### src/rtl/sbl_pkg.sv
package sbl_pkg;

    localparam int NUM_THR = 5;

    typedef enum logic [2:0] {
        MOD_OFF    = 3'd0,
        MOD_BPSK   = 3'd1,
        MOD_QPSK   = 3'd2,
        MOD_QAM16  = 3'd3,
        MOD_QAM64  = 3'd4,
        MOD_QAM256 = 3'd5
    } mod_e;

    // Register selects; ordering is the threshold ladder used by the classifier.
    typedef enum logic [2:0] {
        SEL_CUTOFF = 3'd0,
        SEL_QPSK   = 3'd1,
        SEL_QAM16  = 3'd2,
        SEL_QAM64  = 3'd3,
        SEL_QAM256 = 3'd4
    } cfg_sel_e;

    typedef struct packed {
        logic active;
        mod_e md;
    } sc_res_t;

    function automatic logic [3:0] bits_of(input mod_e m);
        case (m)
            MOD_BPSK:   return 4'd1;
            MOD_QPSK:   return 4'd2;
            MOD_QAM16:  return 4'd4;
            MOD_QAM64:  return 4'd6;
            MOD_QAM256: return 4'd8;
            default:    return 4'd0;
        endcase
    endfunction

    // Tenths of a dB to fixed point, rounded half away from zero.
    function automatic int tenths_to_q(input int tenths, input int frac);
        int num;
        num = tenths * (2 ** frac) * 2;
        if (num >= 0) return (num + 10) / 20;
        else          return (num - 10) / 20;
    endfunction

    localparam int RST_TENTHS [NUM_THR] = '{-20, 15, 66, 130, 200};

endpackage

### src/rtl/sbl_thr_regs.sv
module sbl_thr_regs
    import sbl_pkg::*;
#(
    parameter int SNR_W  = 12,
    parameter int FRAC_W = 4
) (
    input  logic                    clk,
    input  logic                    rst,
    input  logic                    cfg_we,
    input  logic [2:0]              cfg_sel,
    input  logic signed [SNR_W-1:0] cfg_data,
    output logic signed [SNR_W-1:0] thr [NUM_THR]
);

    for (genvar i = 0; i < NUM_THR; i++) begin : g_thr
        localparam logic signed [SNR_W-1:0] RST_VAL =
            SNR_W'(tenths_to_q(RST_TENTHS[i], FRAC_W));
        always_ff @(posedge clk) begin
            if (rst)
                thr[i] <= RST_VAL;
            else if (cfg_we && cfg_sel == 3'(i))
                thr[i] <= cfg_data;
        end
    end

endmodule

### src/rtl/sbl_classify.sv
module sbl_classify
    import sbl_pkg::*;
#(
    parameter int SNR_W = 12
) (
    input  logic signed [SNR_W-1:0] snr,
    input  logic signed [SNR_W-1:0] thr [NUM_THR],
    output sc_res_t                 res
);

    always_comb begin
        res.active = (snr >= thr[SEL_CUTOFF]);
        if (!res.active)
            res.md = MOD_OFF;
        else if (snr >= thr[SEL_QAM256])
            res.md = MOD_QAM256;
        else if (snr >= thr[SEL_QAM64])
            res.md = MOD_QAM64;
        else if (snr >= thr[SEL_QAM16])
            res.md = MOD_QAM16;
        else if (snr >= thr[SEL_QPSK])
            res.md = MOD_QPSK;
        else
            res.md = MOD_BPSK;
    end

endmodule

### src/rtl/sbl_frame_accum.sv
module sbl_frame_accum
    import sbl_pkg::*;
#(
    parameter int CNT_W  = 9,
    parameter int BITS_W = 12
) (
    input  logic              clk,
    input  logic              rst,
    input  logic              in_valid,
    input  logic              in_first,
    input  logic              in_last,
    input  sc_res_t           res,
    output logic              frm_valid,
    output logic [CNT_W-1:0]  frm_count,
    output logic [BITS_W-1:0] frm_bits
);

    logic [CNT_W-1:0]  acc_cnt, nxt_cnt;
    logic [BITS_W-1:0] acc_bits, nxt_bits;

    always_comb begin
        nxt_cnt  = (in_first ? '0 : acc_cnt) + CNT_W'(res.active);
        nxt_bits = (in_first ? '0 : acc_bits) + BITS_W'(bits_of(res.md));
    end

    always_ff @(posedge clk) begin
        if (rst) begin
            acc_cnt   <= '0;
            acc_bits  <= '0;
            frm_valid <= 1'b0;
            frm_count <= '0;
            frm_bits  <= '0;
        end else begin
            frm_valid <= 1'b0;
            frm_count <= '0;
            frm_bits  <= '0;
            if (in_valid) begin
                if (in_last) begin
                    frm_valid <= 1'b1;
                    frm_count <= nxt_cnt;
                    frm_bits  <= nxt_bits;
                    acc_cnt   <= '0;
                    acc_bits  <= '0;
                end else begin
                    acc_cnt   <= nxt_cnt;
                    acc_bits  <= nxt_bits;
                end
            end
        end
    end

endmodule

### src/rtl/subch_bitload.sv
module subch_bitload
    import sbl_pkg::*;
#(
    parameter int SNR_W   = 12,
    parameter int FRAC_W  = 4,
    parameter int MAX_SUB = 256,
    localparam int CNT_W  = $clog2(MAX_SUB + 1),
    localparam int BITS_W = $clog2(MAX_SUB * 8 + 1)
) (
    input  logic                    clk,
    input  logic                    rst,
    input  logic                    cfg_we,
    input  logic [2:0]              cfg_sel,
    input  logic signed [SNR_W-1:0] cfg_data,
    input  logic                    snr_valid,
    input  logic                    snr_first,
    input  logic                    snr_last,
    input  logic signed [SNR_W-1:0] snr_db,
    output logic                    sc_valid,
    output logic                    sc_active,
    output logic [2:0]              sc_mod,
    output logic                    frm_valid,
    output logic [CNT_W-1:0]        frm_count,
    output logic [BITS_W-1:0]       frm_bits
);

    logic signed [SNR_W-1:0] thr [NUM_THR];
    sc_res_t                 res;

    sbl_thr_regs #(.SNR_W(SNR_W), .FRAC_W(FRAC_W)) u_regs (
        .clk(clk), .rst(rst), .cfg_we(cfg_we), .cfg_sel(cfg_sel),
        .cfg_data(cfg_data), .thr(thr)
    );

    sbl_classify #(.SNR_W(SNR_W)) u_cls (
        .snr(snr_db), .thr(thr), .res(res)
    );

    sbl_frame_accum #(.CNT_W(CNT_W), .BITS_W(BITS_W)) u_acc (
        .clk(clk), .rst(rst), .in_valid(snr_valid), .in_first(snr_first),
        .in_last(snr_last), .res(res), .frm_valid(frm_valid),
        .frm_count(frm_count), .frm_bits(frm_bits)
    );

    always_ff @(posedge clk) begin
        if (rst) begin
            sc_valid  <= 1'b0;
            sc_active <= 1'b0;
            sc_mod    <= MOD_OFF;
        end else begin
            sc_valid  <= snr_valid;
            sc_active <= snr_valid && res.active;
            sc_mod    <= snr_valid ? res.md : MOD_OFF;
        end
    end

endmodule

### config.mk
export PLATFORM = sky130hd
export DESIGN_NAME = subch_bitload
export DESIGN_NICKNAME = d
export VERILOG_FILES = /design/src/rtl/sbl_pkg.sv /design/src/rtl/sbl_thr_regs.sv /design/src/rtl/sbl_classify.sv /design/src/rtl/sbl_frame_accum.sv /design/src/rtl/subch_bitload.sv
export SDC_FILE = /design/constraint.sdc
export NUM_CORES = 1
export LEC_CHECK = 0
export ABC_CLOCK_PERIOD_IN_PS = 6920
export BUFFER_PORTS_ARGS = -buffer_cell sky130_fd_sc_hd__buf_2
export CORE_ASPECT_RATIO = 0.75
export CORE_MARGIN = 2
export CORE_UTILIZATION = 55
export CTS_CLUSTER_DIAMETER = 200
export DETAILED_ROUTE_END_ITERATION = 10
export PLACE_DENSITY = 0.86
export SYNTH_ARGS = -nofsm -noshare
export SYNTH_HDL_FRONTEND = slang
export SYNTH_SLANG_ARGS = --single-unit
### constraint.sdc
create_clock -name clk -period 6.92 [get_ports clk]
set_clock_uncertainty 0.1 [all_clocks]
set_input_delay 1.038 -clock clk [delete_from_list [all_inputs] [get_ports clk]]
set_output_delay 1.038 -clock clk [all_outputs]
set_load 0.05 [all_outputs]
# After elaboration in Yosys (flattened, before gate mapping)
# Index checks and enable logic that the tools add are counted.
# W data, S select, Z words.
dict set report word_totals {
  reg_bits 108
  wordCells 51
  output_inout_bits 27
  input_bits 33
}
dict set report op_classes {
  order_cmp 5
  n_addsub 2
  bitwise 2
  muxes 11
  eq_ne 9
  reduce_logical 9
}
# op n
set ops {}
lappend ops {{$ge A12 B12 Y1} 5}
lappend ops {{$mux W12} 2}
lappend ops {{$pmux W4 S5} 1}
lappend ops {{$mux W9} 2}
lappend ops {{$add A12 B4 Y12} 1}
lappend ops {{$eq A3 B2 Y1 const B} 4}
lappend ops {{$mux W3} 4}
lappend ops {{$add A9 B1 Y9} 1}
lappend ops {{$eq A3 B3 Y1 const B} 3}
lappend ops {{$eq A3 B1 Y1 const B} 2}
lappend ops {{$logic_and A1 B1 Y1} 6}
lappend ops {{$logic_not A3 Y1} 1}
lappend ops {{$reduce_or A3 Y1} 1}
lappend ops {{$mux W2} 1}
lappend ops {{$not A1 Y1} 2}
lappend ops {{$reduce_or A2 Y1} 1}
lappend ops {{$mux W1} 1}

# Logic depth before layout (Yosys ltp)
dict set report depth {
  ltp_word 10
  mapped_depth 17
  depth_no_buf 17
}

# Modules after synthesis
# Synthesis repeated with hierarchy kept, for this count alone.
dict set report hier_totals {
  cells_unflattened 697
  area_unflattened_um2 6213.5
}
# module n_inst seq_area_each_um2 cells_per_inst area_per_inst_um2
set by_module_without_submodules {}
lappend by_module_without_submodules {sbl_thr_regs 1 1201.2 224 2397.3}
lappend by_module_without_submodules {sbl_frame_accum 1 860.8 252 2133.3}
lappend by_module_without_submodules {sbl_classify 1 0.0 211 1541.5}
lappend by_module_without_submodules {subch_bitload 1 100.1 10 141.4}

# Least setup slack after synthesis
# Ideal clock, no wire load.
dict set report synth_timing {
  path_kind {input to register}
  startpoint {in snr_db[0]}
  endpoint {reg u_acc.acc_bits[10]}
  n_path_buf 0
  cell_stages 17
  path_slack_ns 2.631
  required_ns 6.750
  setup_time_ns 0.070
  arrival_ns 4.119
  path_cell_list {inv_1 ha_1 nand2b_1 a21o_1 a211o_1 a211oi_2 o21ai_1 nor3_1 ha_1 inv_1 fa_1 nor2b_1 o21ai_1 a21oi_4 nand3_2 or3_1 a21oi_1}
}
dict set report synth_via {
  elab_chain_len 10
  word_cells_on_any_way 18
  classes_between {1 x add/sub; 5 x order compare; 5 x eq/ne; 7 x mux}
}
# element line
set synth_lines {}
lappend synth_lines {{from (decl)} subch_bitload.sv:18} ;# input logic signed [SNR_W-1:0] snr_db,
lappend synth_lines {{$ge A12 B12 Y1} sbl_classify.sv:21} ;# else if (snr >= thr[SEL_QPSK])
lappend synth_lines {{$mux W2} sbl_classify.sv:21}
lappend synth_lines {{$mux W3} sbl_classify.sv:19} ;# else if (snr >= thr[SEL_QAM16])
lappend synth_lines {{$mux W3} sbl_classify.sv:17} ;# else if (snr >= thr[SEL_QAM64])
lappend synth_lines {{$mux W3} sbl_classify.sv:15} ;# else if (snr >= thr[SEL_QAM256])
lappend synth_lines {{$mux W3 (*)} sbl_classify.sv:13} ;# if (!res.active)
lappend synth_lines {{$eq A3 B3 Y1, or another cell as far along} sbl_pkg.sv:29} ;# case (m)
lappend synth_lines {{$pmux W4 S5 (*)} sbl_pkg.sv:29}
lappend synth_lines {{$add A12 B4 Y12 (*)} sbl_frame_accum.sv:23} ;# nxt_bits = (in_first ? '0 : acc_bits) + BITS_W'(bits_of(res.md));
lappend synth_lines {{$mux W12 (*)} sbl_frame_accum.sv:38} ;# if (in_last) begin
lappend synth_lines {{to (signal assigned)} sbl_frame_accum.sv:46} ;# acc_bits <= nxt_bits;
lappend synth_lines {{to (decl)} sbl_frame_accum.sv:19} ;# logic [BITS_W-1:0] acc_bits, nxt_bits;
# Mark *: on every way between the ends. The rest lies on a longest branch, timed or not.
# A chain may end at the register's enable or synchronous reset.

# Worst setup path after layout
# Same ends and word-level chain as after synthesis.

==> out/qor.yml <==
logic_synthesis:
  syn_nets: 810
  synth-edff-count: 0
  syn_area_um2: 5730
  ys_types: 57
  ys_ff_latch: 108
  yosysWarnings: 0
  synthArstFlopShare_pct: 0
  synth_cells: 710
  synth_top_flop_cell: "dfxtp_1"
  seq_area_frac_synth_pct: 37.7
  syn_avg_cell_area_um2: 8.07
route:
  vias_per_cell: 5.72
  first_pass_iters: 5
  ant_nets: 0
  drc_errors: 0
  num_vias: 5095
  avgRoutedWirePerCell_um: 16.6
  drt_wl_total_um: 14800
  drt_iter0_markers: 575
clocking:
  cts_resized: 0
  clockRootBuffer: "clkbuf_16"
  clkSinkCount: 108
  cts_htree_levels: 3
  numCtsBuffers: 9
  post_cts_buffers: 0
  cts_tree: "done"
  cts_max_path_buffers: 2
  clk_pin_slew_worst_paths_ps: 70
  clk_latency_ps: 350
  holdBufCountCts: 0
die:
  die_area_um2: 11300
  start_util_pct: 56.1
  ios: 60
  coreArea_um2: 10200
  die_y_um: 92.4
  chipWidth_um: 122
  row_count: 32
pwr:
  seqPwrFrac_pct: 50.6
  switchingPower_mw: 0.323
  power_frac_comb_pct: 12.5
  vdd_drop_max_mv: 0.181
  swShare_pct: 25.6
  p_leak_nw: 2.69
  p_int_mw: 0.938
  clkPwrFrac_pct: 36.8
  power_density_nw_per_um2: 199
place:
  gp_congestion: 0.968
  hpwlAfterDp_um: 10900
  portBuffers: 59
sta:
  hold_viol_final: 0
  rsz0062_at_grt: "false"
  post-route-min-period_ps: 4520
  drv_slew: 0
  fmax_mhz: 221
  worst_pin_slew_ps: 1010
  max_slew_margin_pct: 32.1
  period_share_pct: 65.4
  setup_tns_ps: 0
  report.final.setup_viol: 0
final_layout:
  fin_util_pct: 62.1
  nets: 851
  drive_gt1_share_pct: 10.9
  antenna_cells: 0
  area_growth_pct: 10.7
global_route:
  grt_usage_pct: 27.5
  grt_pass1_vias: 4960
  antenna_found_initial: 0
  grt_overflow: 0
  grt_start_max_net_pins: 44
  grt_pass1_wl_um: 24400
outcome:
  run_status: "finished, final reports clean"
setup_path:
  crit_arrival_ps: 4700
  required_ps: 7100
  path_class: "input port to flip-flop"
  cp_max_fo: 5
  r2r_cells: 17
  end_kind: "flip-flop"
  cp-start-kind: "input port"
job:
  maxCapViolCount: 0
min_path:
  hold_path.class: "flip-flop to flip-flop"
  min_path_cells: 2
-- state kept, by name, summed over array words and instances, names as in the netlist --
signal,cells
u_acc.acc_bits,12
sc_valid,1
sc_mod,3
u_regs.thr,60
sc_active,1
u_acc.frm_valid,1
u_acc.acc_cnt,9
u_acc.frm_count,9
u_acc.frm_bits,12
-- synthesized netlist by cell type (10+ instances only) --
master      n  share of area (%)
ha_1       66                 14
nor2_1     56                3.7
dfxtp_1   108                 38
nand2_1   133                8.7
nor3_1     13                1.1
o211ai_1   22                2.9
nor2b_1    11                1.2
xor2_1     10                1.5
inv_1      65                4.3
clkbuf_1   22                1.4
nand3_1    10               0.87
a21oi_1    69                6.0
-- kinds of logic (layout without fill, tap and decap cells) --
family / count (synthesis) / count (layout) / share of synthesized area [%]
compound gates: 142 / 142 / 15.7
fa+ha+maj: 67 / 67 / 14.8
xor+xnor: 16 / 16 / 2.45
simple gates: 276 / 276 / 21.9
flops: 108 / 108 / 37.7
buf+inv: 95 / 139 / 6.38
mux: 6 / 6 / 1.11
-- worst paths after layout --
check | start | end | slack, ps
max reg2reg | u_regs.thr[14]$_SDFFE_PP0P_ | u_acc.acc_bits[10]$_SDFFE_PP0P_ | 2930
min | u_regs.thr[34]$_SDFFE_PP0P_ | u_regs.thr[34]$_SDFFE_PP0P_ | 360
min reg2reg | u_regs.thr[34]$_SDFFE_PP0P_ | u_regs.thr[34]$_SDFFE_PP0P_ | 360
max | snr_db[0] | u_acc.acc_bits[10]$_SDFFE_PP0P_ | 2400
-- per-stage QoR --
stage               cell area (um^2)  setup WS, ps  hold slack, ps  power, mW  std cells
floorplan                       5730          2630             336      0.754        710
global placement                6080          2280             342      0.800        876
detailed placement              6080          2080             347      0.806        876
CTS                             6340          2430             356       1.26        890
global route                    6340          2130             371       1.31        890
finish                          6340          2400             355       1.26        890
-- worst max-delay path, cell delays in order --
cell      delay [ps]
buf_2             90
inv_1            150
ha_1             260
nand2b_1         140
a21o_1           180
a211o_1          330
a211oi_2         270
o21ai_1          160
nor3_1           260
ha_1             220
inv_1             60
fa_1             400
nor2b_1          140
o21ai_1          140
a21oi_4          240
nand3_2          110
or3_1            360
a21oi_1          150
-- per-layer routing --
layer / GRT usage, % / share of wire (%) / up-vias
li1: - / - / 2480
met1: 38.3 / 45 / 2333
met2: 42.5 / 44 / 257
met3: 6.10 / 9.7 / 25
met4: 8.72 / 1.7 / 0
met5: 0 / 0 / -
-- power by group through the flow --
stage	Sequential (mW)	Clock, mW	Combinational (mW)
after global placement	0.652	0	0.148
after floorplan	0.659	0	0.0944
after global routing	0.639	0.498	0.176
after CTS	0.638	0.471	0.155
final	0.638	0.464	0.158
after detailed placement	0.652	0	0.154
-- cell usage in the layout, fill, tap and decap left out, drive strengths merged, types with 2 or more instances in the layout --
cell     synthesis  layout
a21o             7       7
o22ai            2       2
ha              66      66
a2bb2oi          2       2
nand2b           9       9
and4             2       2
and3             9       9
dfxtp          108     108
a31oi            4       4
nor3            13      13
nand2          134     134
a21boi           3       3
xnor2            6       6
and2b            2       2
or2              4       4
nor2            56      56
nand3           11      11
o211ai          22      22
a211o            2       2
mux2             3       3
nor2b           11      11
a21oi           70      70
a32o             2       2
o21ai           12      12
nand3b           3       3
mux2i            3       3
clkbuf          22      12
nand4            9       9
xor2            10      10
and4b            2       2
and2             6       6
buf              8      60
inv             65      65
a22oi            5       5
a211oi           5       5
-- final cells by class --
| type | instances | area [um^2] |
|---|---|---|
| Fill cell | 873 | 3870 |
| Multi-Input combinational cell | 507 | 3200 |
| Sequential cell | 108 | 2160 |
| Timing Repair Buffer | 60 | 303 |
| Clock buffer | 12 | 246 |
| Inverter | 65 | 244 |
| Tap cell | 136 | 170 |
| Clock inverter | 2 | 12.5 |
Note: power is estimated with default switching activity, not from simulation.
